<file path="src/rtl/anv_pkg.sv">
package anv_pkg;

    typedef enum logic [2:0] {
        ST_IDLE,
        ST_WAIT_DONE,
        ST_EVAL,
        ST_RESTART,
        ST_WAIT_DROP,
        ST_GOOD,
        ST_FAIL
    } anv_state_e;

    typedef struct packed {
        logic stat_clear;   // hidden status bit not set
        logic no_ack;       // partner capable but no acknowledge
        logic early;        // partner word is the early-failure code
    } anv_reason_t;

endpackage

</file>
<file path="src/rtl/anv_verdict.sv">
module anv_verdict
    import anv_pkg::*;
#(
    parameter int          WORD_W     = 16,
    parameter int          STAT_BIT   = 12,
    parameter int          ACK_BIT    = 14,
    parameter int          NWAY_BIT   = 0,
    parameter logic [15:0] EARLY_CODE = 16'h0001
) (
    input  logic [WORD_W-1:0] partner_word,
    input  logic [WORD_W-1:0] expansion_word,
    input  logic [WORD_W-1:0] hidden_status,
    output anv_reason_t       reason,
    output logic              reject
);

    localparam logic [WORD_W-1:0] EARLY_W = WORD_W'(EARLY_CODE);

    always_comb begin
        reason.stat_clear = ~hidden_status[STAT_BIT];
        reason.no_ack     = expansion_word[NWAY_BIT] & ~partner_word[ACK_BIT];
        reason.early      = (partner_word == EARLY_W);
        reject            = |reason;
    end

endmodule

</file>
<file path="src/rtl/anv_retry_ctr.sv">
module anv_retry_ctr #(
    parameter int MAX_RETRY = 6,
    parameter int CNT_W     = $clog2(MAX_RETRY + 1)
) (
    input  logic             clk,
    input  logic             rst_n,
    input  logic             clr,
    input  logic             inc,
    output logic [CNT_W-1:0] count,
    output logic             at_limit
);

    localparam logic [CNT_W-1:0] LIMIT = CNT_W'(MAX_RETRY);

    always_ff @(posedge clk or negedge rst_n) begin
        if (!rst_n) begin
            count <= '0;
        end else if (clr) begin
            count <= '0;
        end else if (inc && count != LIMIT) begin
            count <= count + 1'b1;
        end
    end

    assign at_limit = (count == LIMIT);

endmodule

</file>
<file path="src/rtl/anv_fsm.sv">
module anv_fsm
    import anv_pkg::*;
(
    input  logic clk,
    input  logic rst_n,
    input  logic enable,
    input  logic aneg_done,
    input  logic reject,
    input  logic at_limit,
    output logic cnt_clr,
    output logic cnt_inc,
    output logic restart_pulse,
    output logic result_valid,
    output logic give_up
);

    anv_state_e state, state_nx;

    // state register
    always_ff @(posedge clk or negedge rst_n) begin
        if (!rst_n) state <= ST_IDLE;
        else        state <= state_nx;
    end

    // transitions
    always_comb begin
        state_nx = state;
        cnt_clr  = 1'b0;
        cnt_inc  = 1'b0;
        if (!enable) begin
            state_nx = ST_IDLE;
            cnt_clr  = 1'b1;
        end else begin
            unique case (state)
                ST_IDLE:      state_nx = ST_WAIT_DONE;
                ST_WAIT_DONE: if (aneg_done) state_nx = ST_EVAL;
                ST_EVAL: begin
                    if (!reject) begin
                        state_nx = ST_GOOD;
                        cnt_clr  = 1'b1;
                    end else if (at_limit) begin
                        state_nx = ST_FAIL;
                    end else begin
                        state_nx = ST_RESTART;
                        cnt_inc  = 1'b1;
                    end
                end
                ST_RESTART:   state_nx = ST_WAIT_DROP;
                ST_WAIT_DROP: if (!aneg_done) state_nx = ST_WAIT_DONE;
                ST_GOOD:      if (!aneg_done) state_nx = ST_WAIT_DONE;
                ST_FAIL:      state_nx = ST_FAIL;
                default:      state_nx = ST_IDLE;
            endcase
        end
    end

    // Moore outputs
    always_comb begin
        restart_pulse = 1'b0;
        result_valid  = 1'b0;
        give_up       = 1'b0;
        unique case (state)
            ST_RESTART: restart_pulse = 1'b1;
            ST_GOOD:    result_valid  = 1'b1;
            ST_FAIL:    give_up       = 1'b1;
            default:    ;
        endcase
    end

endmodule

</file>
<file path="src/rtl/aneg_result_validator.sv">
module aneg_result_validator
    import anv_pkg::*;
#(
    parameter int          WORD_W     = 16,
    parameter int          MAX_RETRY  = 6,
    parameter int          STAT_BIT   = 12,
    parameter int          ACK_BIT    = 14,
    parameter int          NWAY_BIT   = 0,
    parameter logic [15:0] EARLY_CODE = 16'h0001,
    localparam int         CNT_W      = $clog2(MAX_RETRY + 1)
) (
    input  logic              clk,
    input  logic              rst_n,
    input  logic              enable,
    input  logic              aneg_done,
    input  logic [WORD_W-1:0] partner_word,
    input  logic [WORD_W-1:0] expansion_word,
    input  logic [WORD_W-1:0] hidden_status,
    output logic              restart_pulse,
    output logic              result_valid,
    output logic              give_up,
    output logic [CNT_W-1:0]  retry_count
);

    anv_reason_t reason;
    logic        reject, at_limit, cnt_clr, cnt_inc;

    anv_verdict #(
        .WORD_W(WORD_W), .STAT_BIT(STAT_BIT), .ACK_BIT(ACK_BIT),
        .NWAY_BIT(NWAY_BIT), .EARLY_CODE(EARLY_CODE)
    ) u_verdict (
        .partner_word(partner_word),
        .expansion_word(expansion_word),
        .hidden_status(hidden_status),
        .reason(reason),
        .reject(reject)
    );

    anv_retry_ctr #(.MAX_RETRY(MAX_RETRY), .CNT_W(CNT_W)) u_ctr (
        .clk(clk), .rst_n(rst_n), .clr(cnt_clr), .inc(cnt_inc),
        .count(retry_count), .at_limit(at_limit)
    );

    anv_fsm u_fsm (
        .clk(clk), .rst_n(rst_n), .enable(enable), .aneg_done(aneg_done),
        .reject(reject), .at_limit(at_limit),
        .cnt_clr(cnt_clr), .cnt_inc(cnt_inc),
        .restart_pulse(restart_pulse), .result_valid(result_valid),
        .give_up(give_up)
    );

endmodule

</file>
<file path="config.mk">
export PLATFORM = sky130hd
export DESIGN_NAME = aneg_result_validator
export DESIGN_NICKNAME = d
export VERILOG_FILES = /design/src/rtl/anv_pkg.sv /design/src/rtl/anv_verdict.sv /design/src/rtl/anv_retry_ctr.sv /design/src/rtl/anv_fsm.sv /design/src/rtl/aneg_result_validator.sv
export SDC_FILE = /design/constraint.sdc
export NUM_CORES = 1
export LEC_CHECK = 0
export BUFFER_PORTS_ARGS = -buffer_cell sky130_fd_sc_hd__buf_2
export CELL_PAD_IN_SITES_DETAIL_PLACEMENT = 1
export CELL_PAD_IN_SITES_GLOBAL_PLACEMENT = 2
export CORE_ASPECT_RATIO = 1.25
export CORE_MARGIN = 8
export CORE_UTILIZATION = 12
export DETAILED_ROUTE_END_ITERATION = 8
export GPL_TIMING_DRIVEN = 0
export PLACE_DENSITY_LB_ADDON = 0.1
export SLEW_MARGIN = 20
export SYNTH_ARGS = -nofsm -noshare
export SYNTH_HDL_FRONTEND = slang
export SYNTH_SLANG_ARGS = --single-unit
</file>
<file path="constraint.sdc">
create_clock -name clk -period 1.4 [get_ports clk]
set_input_delay 0.28 -clock clk [delete_from_list [all_inputs] [get_ports clk]]
set_output_delay 0.28 -clock clk [all_outputs]
set_load 0.01 [all_outputs]
</file>
# Yosys cells after proc, flatten, opt, wreduce, memory -nomap -nowiden
# Index checks and enable logic that the tools add are counted.
# W data, S select, Z words.
# op_classes
n_addsub,1
reduce_logical,6
n_eq_ne,11
bitwise,3
muxes,18
# op_table
cell,n
$mux W3,7
$pmux W3 S6,1
$eq A16 B1 Y1 const B,1
$eq A3 B3 Y1 const B,4
$mux W1,10
$ne A3 B3 Y1 const B,3
$eq A3 B2 Y1 const B,2
$add A3 B1 Y3 const B,1
$eq A3 B1 Y1 const B,1
$logic_not A3 Y1,1
$reduce_or A3 Y1,1
$not A1 Y1,2
$reduce_and A2 Y1,1
$reduce_bool A2 Y1,1
$reduce_or A2 Y1,1
$and A1 B1 Y1,1
$logic_and A1 B1 Y1,1
# totals
output_inout_bits,6
reg_bits,6
in_bits,52
elab_cells,41

# Longest topological paths before layout
# Gate-level depths: netlist (run 1).
# depth
word_depth,9
depth_mapped,6
ltp_nobuf,6

# By module
# Synthesis (run 1) repeated with hierarchy kept, for this count alone.
# hier_totals
hier_cells,50
hier_area_um2,455.4
# modules_own_cells
module,instances,area_each_um2,seq_area_each_um2,cells_each
anv_fsm,1,214.0,75.1,25
anv_retry_ctr,1,185.2,75.1,17
anv_verdict,1,56.3,0.0,8

# Least setup slack after synthesis (run 1)
# Ideal clock, no wire load.
# synth_timing
kind,reg-to-reg
startpoint,register u_ctr.count[0]
endpoint,register u_ctr.count[1]
t_required_ps,1335
arrival_ps,1218
n_path_buf,0
slack_ps,116
synth_period_minus_slack_ps,1284
path_stages_with_launch,7
setup_ps,65
cell_sequence,dfrtp_1 > inv_1 > ha_1 > nand2_1 > nor2_1 > a311oi_1 > o211a_1
# synth_between
elab_chain_cells,7
word_cells_on_any_way,11
cone_classes,1 x add/sub; 2 x eq/ne; 6 x mux; 2 x reduce/logical
# synth_rtl
element,line_no,text
from (decl),anv_retry_ctr.sv:9,"output logic [CNT_W-1:0] count,"
from (signal assigned),anv_retry_ctr.sv:21,count <= count + 1'b1;
$eq A3 B3 Y1,anv_retry_ctr.sv:25,assign at_limit = (count == LIMIT);
$mux W1,anv_fsm.sv:41,end else if (at_limit) begin
$mux W1,anv_fsm.sv:38,if (!reject) begin
$mux W1,anv_fsm.sv:34,unique case (state)
$mux W1,anv_fsm.sv:30,if (!enable) begin
$logic_and A1 B1 Y1,anv_retry_ctr.sv:20,end else if (inc && count != LIMIT) begin
$reduce_bool A2 Y1 (no source line),-,
# Several ways; a longest one is shown, not always the timed one. The select of a mux whose other input is x is not followed.
# A chain may end at the register's enable or synchronous reset.

# Worst setup path after layout (run 1)
# layout_timing
startpoint,register u_fsm.state[2]
endpoint,output result_valid
# layout_between
elab_chain_cells,2
# layout_rtl
element,line_no,text
from (decl),anv_fsm.sv:17,"anv_state_e state, state_nx;"
from (signal assigned),anv_fsm.sv:22,else state <= state_nx;
$eq A3 B3 Y1,anv_fsm.sv:62,unique case (state)
$mux W1,anv_fsm.sv:62,
to (decl),aneg_result_validator.sv:20,"output logic result_valid,"
# No other way between the ends.

==> impl_metrics.tcl, run 1 <==
set metrics [dict create \
    wirelength_um 1677 \
    finalPower_mw 0.5515 \
    relSlewSlack 0.8013 \
    numCtsBuffers 3 \
    required_ns 1.12 \
    cts_htree_levels 1 \
    yosysWarnings 0 \
    hpwl_um 1381 \
    io_buffers 27 \
    min_period_ns 1.405 \
    hold_start "enable" \
    violations "negative setup slack" \
    grt_max_degree 9 \
    cts.clk_slew.worst_paths_ns 0.04 \
    synthFlopType "dfrtp_1" \
    status "finished with violations" \
    synth_seq_cells 6 \
    synth_edf_count 0 \
    dieWidth_um 70.03 \
    vias 526 \
    swShare 0.2392 \
    grt_pass1_wl_um 2649 \
    r2r-end "u_ctr.count[1]" \
    place_congestion 0.6422 \
    synth_area_leaders "dfrtp_1, ha_1, o21ai_0, nor3b_4, nor4_1" \
    rows 24 \
    cp_max_fo 8 \
    hold-path-endpoint "u_fsm.state[2]" \
    start_kind "flop" \
    cp_slowest_cell "dfrtp_2" \
    power_frac_clock 0.475 \
    drc 0 \
    cts-root-buf "clkbuf_8" \
    grt.overflow.total 0 \
    setup_slack_ns -0.005418 \
    worstPathCellList "and2b_1, and2_1, buf_2" \
    cp-end-kind "primary output" \
    die_area_um2 5850 \
    area_delta_synth_final_pct 63.14 \
    cts.sinks 6 \
    track_usage 0.05646 \
    pwr-share-seq 0.356 \
    hold_violations 0 \
    fin_crit_sh 1.004 \
    maxCapViolCount 0 \
    nNetsFinal 140 \
    tightest_slew_ns 0.2940 \
    yosysMostFrequentCell "dfrtp_1" \
    whs_path_depth 3 \
    comb_power_share 0.169 \
    cts_tree "done" \
    rrSetupSlack_ns 0.04 \
    hold_ws_ns 0.3411 \
    place_ws_ns -0.08658 \
    start_util 0.1257 \
    power_switching_mw 0.1319 \
    synth_nets 103 \
    p_int_mw 0.4196 \
    ctsLongestPathBuffers 2 \
    stdcell_count 123 \
    arrival_ns 1.13 \
    fmax_ghz 0.7115 \
    grt_pass1_vias 599 \
    synth_area_um2 437.9 \
    drt_first_pass_iters 3 \
    p_per_area_nw_per_um2 771.9 \
    reg2reg_depth 5 \
    slew_violations 0 \
    vias_per_cell 4.276 \
    peakVddDrop_mv 0.6093 \
    final.setup_skew_ns 0.005197 \
    clkLatencyLatePin_ns 0.22 \
    rsz0062_at_grt "yes" \
    r2r_start "u_fsm.state[0]" \
    io_pins 58 \
    critPathMaxStageDelay_ns 0.46 \
    wl_per_cell_um 13.63 \
    setup_viol 1 \
    syn_area_per_cell_um2 8.937 \
    stdcell_area_um2 714.4 \
    yosysSeqAreaShare 0.3429 \
    drtIter0Drc 16 \
    hp-class "input port to flop" \
    dpl_cell_area_um2 621.8 \
    yosysTopAreaCell "dfrtp_1" \
    antenna_found_initial 0 \
    yosysUniqueCellTypes 27 \
    async_flop_share 1.000 \
    fin_util 0.2051 \
    die_y_um 83.54 \
    fin_tns_setup_ns -0.005418 \
    drive_above_1_share 0.5000 \
    crit_type "flop to primary output" \
    diodes 0 \
    synthCells 49 \
    ant_nets 0 \
    p_leak_nw 0.3382 \
    core_region_area_um2 3483 \
    netlist_top_cells_count "dfrtp_1, nand2_1, o21ai_0" \
    synth_top_area_frac 0.3429 \
    dp_cells 115 \
]
[cells by family (layout without fill, tap and decap cells)]
| family | count (synthesis) | in the layout | synth area share |
|---|---|---|---|
| adder cells (fa/ha/maj) | 2 | 2 | 0.05713 |
| AO/OA/AOI/OAI | 15 | 15 | 0.2286 |
| buffers and inverters | 2 | 37 | 0.01715 |
| flip-flops | 6 | 6 | 0.3428 |
| AND/OR/NAND/NOR | 24 | 24 | 0.3543 |
[layout by cell type, fill, tap and decap left out, types with 3 or more instances in the layout]
| master | Yosys | layout |
|---|---|---|
| nor2_1 | 3 | 3 |
| nor4_1 | 3 | 3 |
| clkbuf_8 | 0 | 3 |
| a21oi_1 | 3 | 3 |
| buf_4 | 0 | 3 |
| dfrtp_2 | 0 | 4 |
| buf_2 | 0 | 27 |
| nand2_1 | 4 | 3 |
| o21ai_0 | 4 | 4 |
[power groups by stage]
| stage | combinational, mW | sequential, mW | clock (mW) |
|---|---|---|---|
| finish | 0.0929 | 0.196 | 0.262 |
| global placement | 0.0848 | 0.198 | 0 |
| CTS | 0.0948 | 0.196 | 0.278 |
| global route | 0.103 | 0.198 | 0.292 |
| detailed placement | 0.0853 | 0.198 | 0 |
| floorplan | 0.0369 | 0.195 | 0 |
[sequential cells by signal (all words and copies together) (netlist names)]
signal	flops
u_fsm.state	3
u_ctr.count	3
[routing by layer]
layer	global-route usage	routed length, um	up-vias
met5	0	0	-
met4	0.01099	9	0
met3	0.03333	134	2
met2	0.09742	790	24
met1	0.05724	742	242
li1	-	-	258
[final cells by class]
type                    count  area (um^2)
clock buffers               3        41.29
fillers                   425         2769
inverters                   2        7.507
multi-input cells          41        282.8
flip-flops and latches      6        155.1
well taps                  39        48.80
repair buffers             32        178.9
[how the worst max path moves through the flow]
stage	start	end	depth (start not counted)
final	u_fsm.state[2]	result_valid	3
after CTS	u_fsm.state[2]	result_valid	3
after floorplan	u_ctr.count[0]	u_ctr.count[1]	6
after global routing	u_fsm.state[2]	result_valid	3
after detailed placement	partner_word[11]	u_ctr.count[2]	5
after global placement	u_ctr.count[0]	u_ctr.count[1]	5
[worst max-delay path, delay by kind of cell (launching register included)]
| family | cells | cell delay [ns] |
|---|---|---|
| buffers and inverters | 1 | 0.13 |
| DFF | 1 | 0.46 |
| and+or+nand+nor | 2 | 0.31 |
[what timing repair did]
item,in CTS,in global routing
resized for setup,4,2
endpoints found under the setup margin,5,5
hold buffers,1,0
hold endpoints to repair,6,0
buffers inserted,4,0
pin swaps,2,1
No activity file was read; power rests on OpenSTA's default activity.
==> run 2: changes to the inputs <==
CTS_BUF_LIST = sky130_fd_sc_hd__clkbuf_16   (was not set)
==> impl_metrics.tcl, run 2 (same netlist as run 1, synthesis figures left out) <==
set metrics [dict create \
    grtUsageMet3 0.03333 \
    seqCellArea_um2 155.1 \
    cts.clk_slew.worst_paths_ns 0.03 \
    arrival_ns 1.13 \
    rsz0062_at_grt "yes" \
    cts_tree "done" \
    cp-end-kind "primary output" \
    path_buf_inv 1 \
    ant_nets 0 \
    met1_usage 0.05724 \
    track_usage 0.05646 \
    drive_above_1_share 0.5000 \
    fin_crit_sh 1.008 \
    fillers 423 \
    cts-root-buf "clkbuf_16" \
    setup_slack_ns -0.01120 \
    drtIter0Drc 17 \
    fmax_ghz 0.7086 \
    cp_max_fo 8 \
    start_kind "flop" \
    min_period_ns 1.411 \
    relSlewSlack 0.8013 \
    largestRegisters "u_ctr.count: 3 flops, u_fsm.state: 3 flops" \
    multiInputGateArea_um2 282.8 \
    diodes 0 \
    vias 525 \
    crit_type "flop to primary output" \
    core_region_area_um2 3483 \
    start_util 0.1257 \
    hpwl_um 1381 \
    nNetsFinal 140 \
    ctsLongestPathBuffers 2 \
    io_buffers 27 \
    rows 24 \
    worstPathCellList "and2b_1, and2_1, buf_2" \
    setup_viol 1 \
    die_area_um2 5850 \
    wirelength_um 1675 \
    wl_per_cell_um 13.62 \
    grt_pass1_wl_um 2635 \
    required_ns 1.12 \
    p_leak_nw 0.3536 \
    drc 0 \
    numCtsBuffers 3 \
    p_per_area_nw_per_um2 1005 \
    hold_ws_ns 0.3350 \
    status "finished with violations" \
    dieWidth_um 70.03 \
    die_y_um 83.54 \
    clkLatencyLatePin_ns 0.23 \
    critPathMaxStageDelay_ns 0.46 \
    hold_violations 0 \
    drt_first_pass_iters 3 \
    peakVddDrop_mv 1.144 \
    tightest_slew_ns 0.2940 \
    io_pins 58 \
    violations "negative setup slack" \
    cts_htree_levels 1 \
    final_cell_mix "buf_2, o21ai_0, dfrtp_2" \
    final.setup_skew_ns 0.002905 \
    grt.overflow.total 0 \
    use_met2 0.09742 \
    hp-class "input port to flop" \
    place_ws_ns -0.08658 \
    fin_tns_setup_ns -0.01120 \
    grt_max_degree 9 \
    cp_slowest_cell "dfrtp_2" \
    top_usage_layer "met2" \
    place_congestion 0.6422 \
    antenna_found_initial 0 \
    maxCapViolCount 0 \
    grt_pass1_vias 593 \
    mostFrequentLayoutCell "buf_2" \
    path_delay_family "flip-flops" \
    area_delta_synth_final_pct 70.86 \
    cts.sinks 6 \
    slew_violations 0 \
    vias_per_cell 4.268 \
]
-- run 2: worst register-to-register path, delay by kind of cell (launching register included) --
kind            cells  cell delay (ns)
compound gates      2             0.44
flops               1             0.46
buf+inv             1             0.15
simple gates        2             0.25
-- run 2: per-stage QoR --
stage | utilization | power, mW | instance area [um^2] | instances
final | 0.2148 | 0.7521 | 748.2 | 123
after global routing | 0.2148 | 0.7939 | 748.2 | 123
after CTS | 0.2134 | 0.7679 | 743.2 | 123
after detailed placement | 0.1785 | 0.2838 | 621.8 | 115
after global placement | 0.1785 | 0.2833 | 621.8 | 115
after floorplan | - | 0.2315 | 437.9 | 49
-- run 2: where the power goes --
group	internal [mW]	leakage, nW	switching, mW
clock	0.367	0.0370	0.0959
sequential	0.182	0.0754	0.0141
combinational	0.0522	0.241	0.0408
-- run 2: path summary, 6_finish.rpt --
| kind | from | end | slack (ns) | depth (start not counted) |
|---|---|---|---|---|
| setup reg to reg | u_fsm.state[0] | u_ctr.count[1] | 0.04 | 5 |
| max in group asynchronous | rst_n | u_ctr.count[1] | 0.82 | 2 |
| setup / recovery | u_fsm.state[2] | result_valid | -0.01 | 3 |
| hold reg to reg | u_ctr.count[2] | u_fsm.state[0] | 0.59 | 1 |
| hold / removal | enable | u_fsm.state[2] | 0.33 | 3 |
| min in group asynchronous | rst_n | u_fsm.state[1] | 0.41 | 2 |
-- run 2: cell type report --
type	count	share of cell area
well taps	39	0.06522
repair buffers	32	0.2391
clock buffers	3	0.1003
flip-flops and latches	6	0.2074
multi-input cells	41	0.3779
inverters	2	0.01003
-- run 2: metal layers --
metal  wire, um  share of wire
met1        730           0.44
met2        790           0.47
met3        144          0.086
met4          9         0.0054
met5          0              0
-- run 2: repair_timing --
| action | in CTS | in global routing |
|---|---|---|
| pin swaps | 2 | 1 |
| resized for setup | 4 | 2 |
| buffers inserted | 4 | 0 |
| hold endpoints to repair | 6 | 0 |
| gates cloned | 0 | 0 |
| endpoints found under the setup margin | 5 | 5 |
| hold buffers | 1 | 0 |
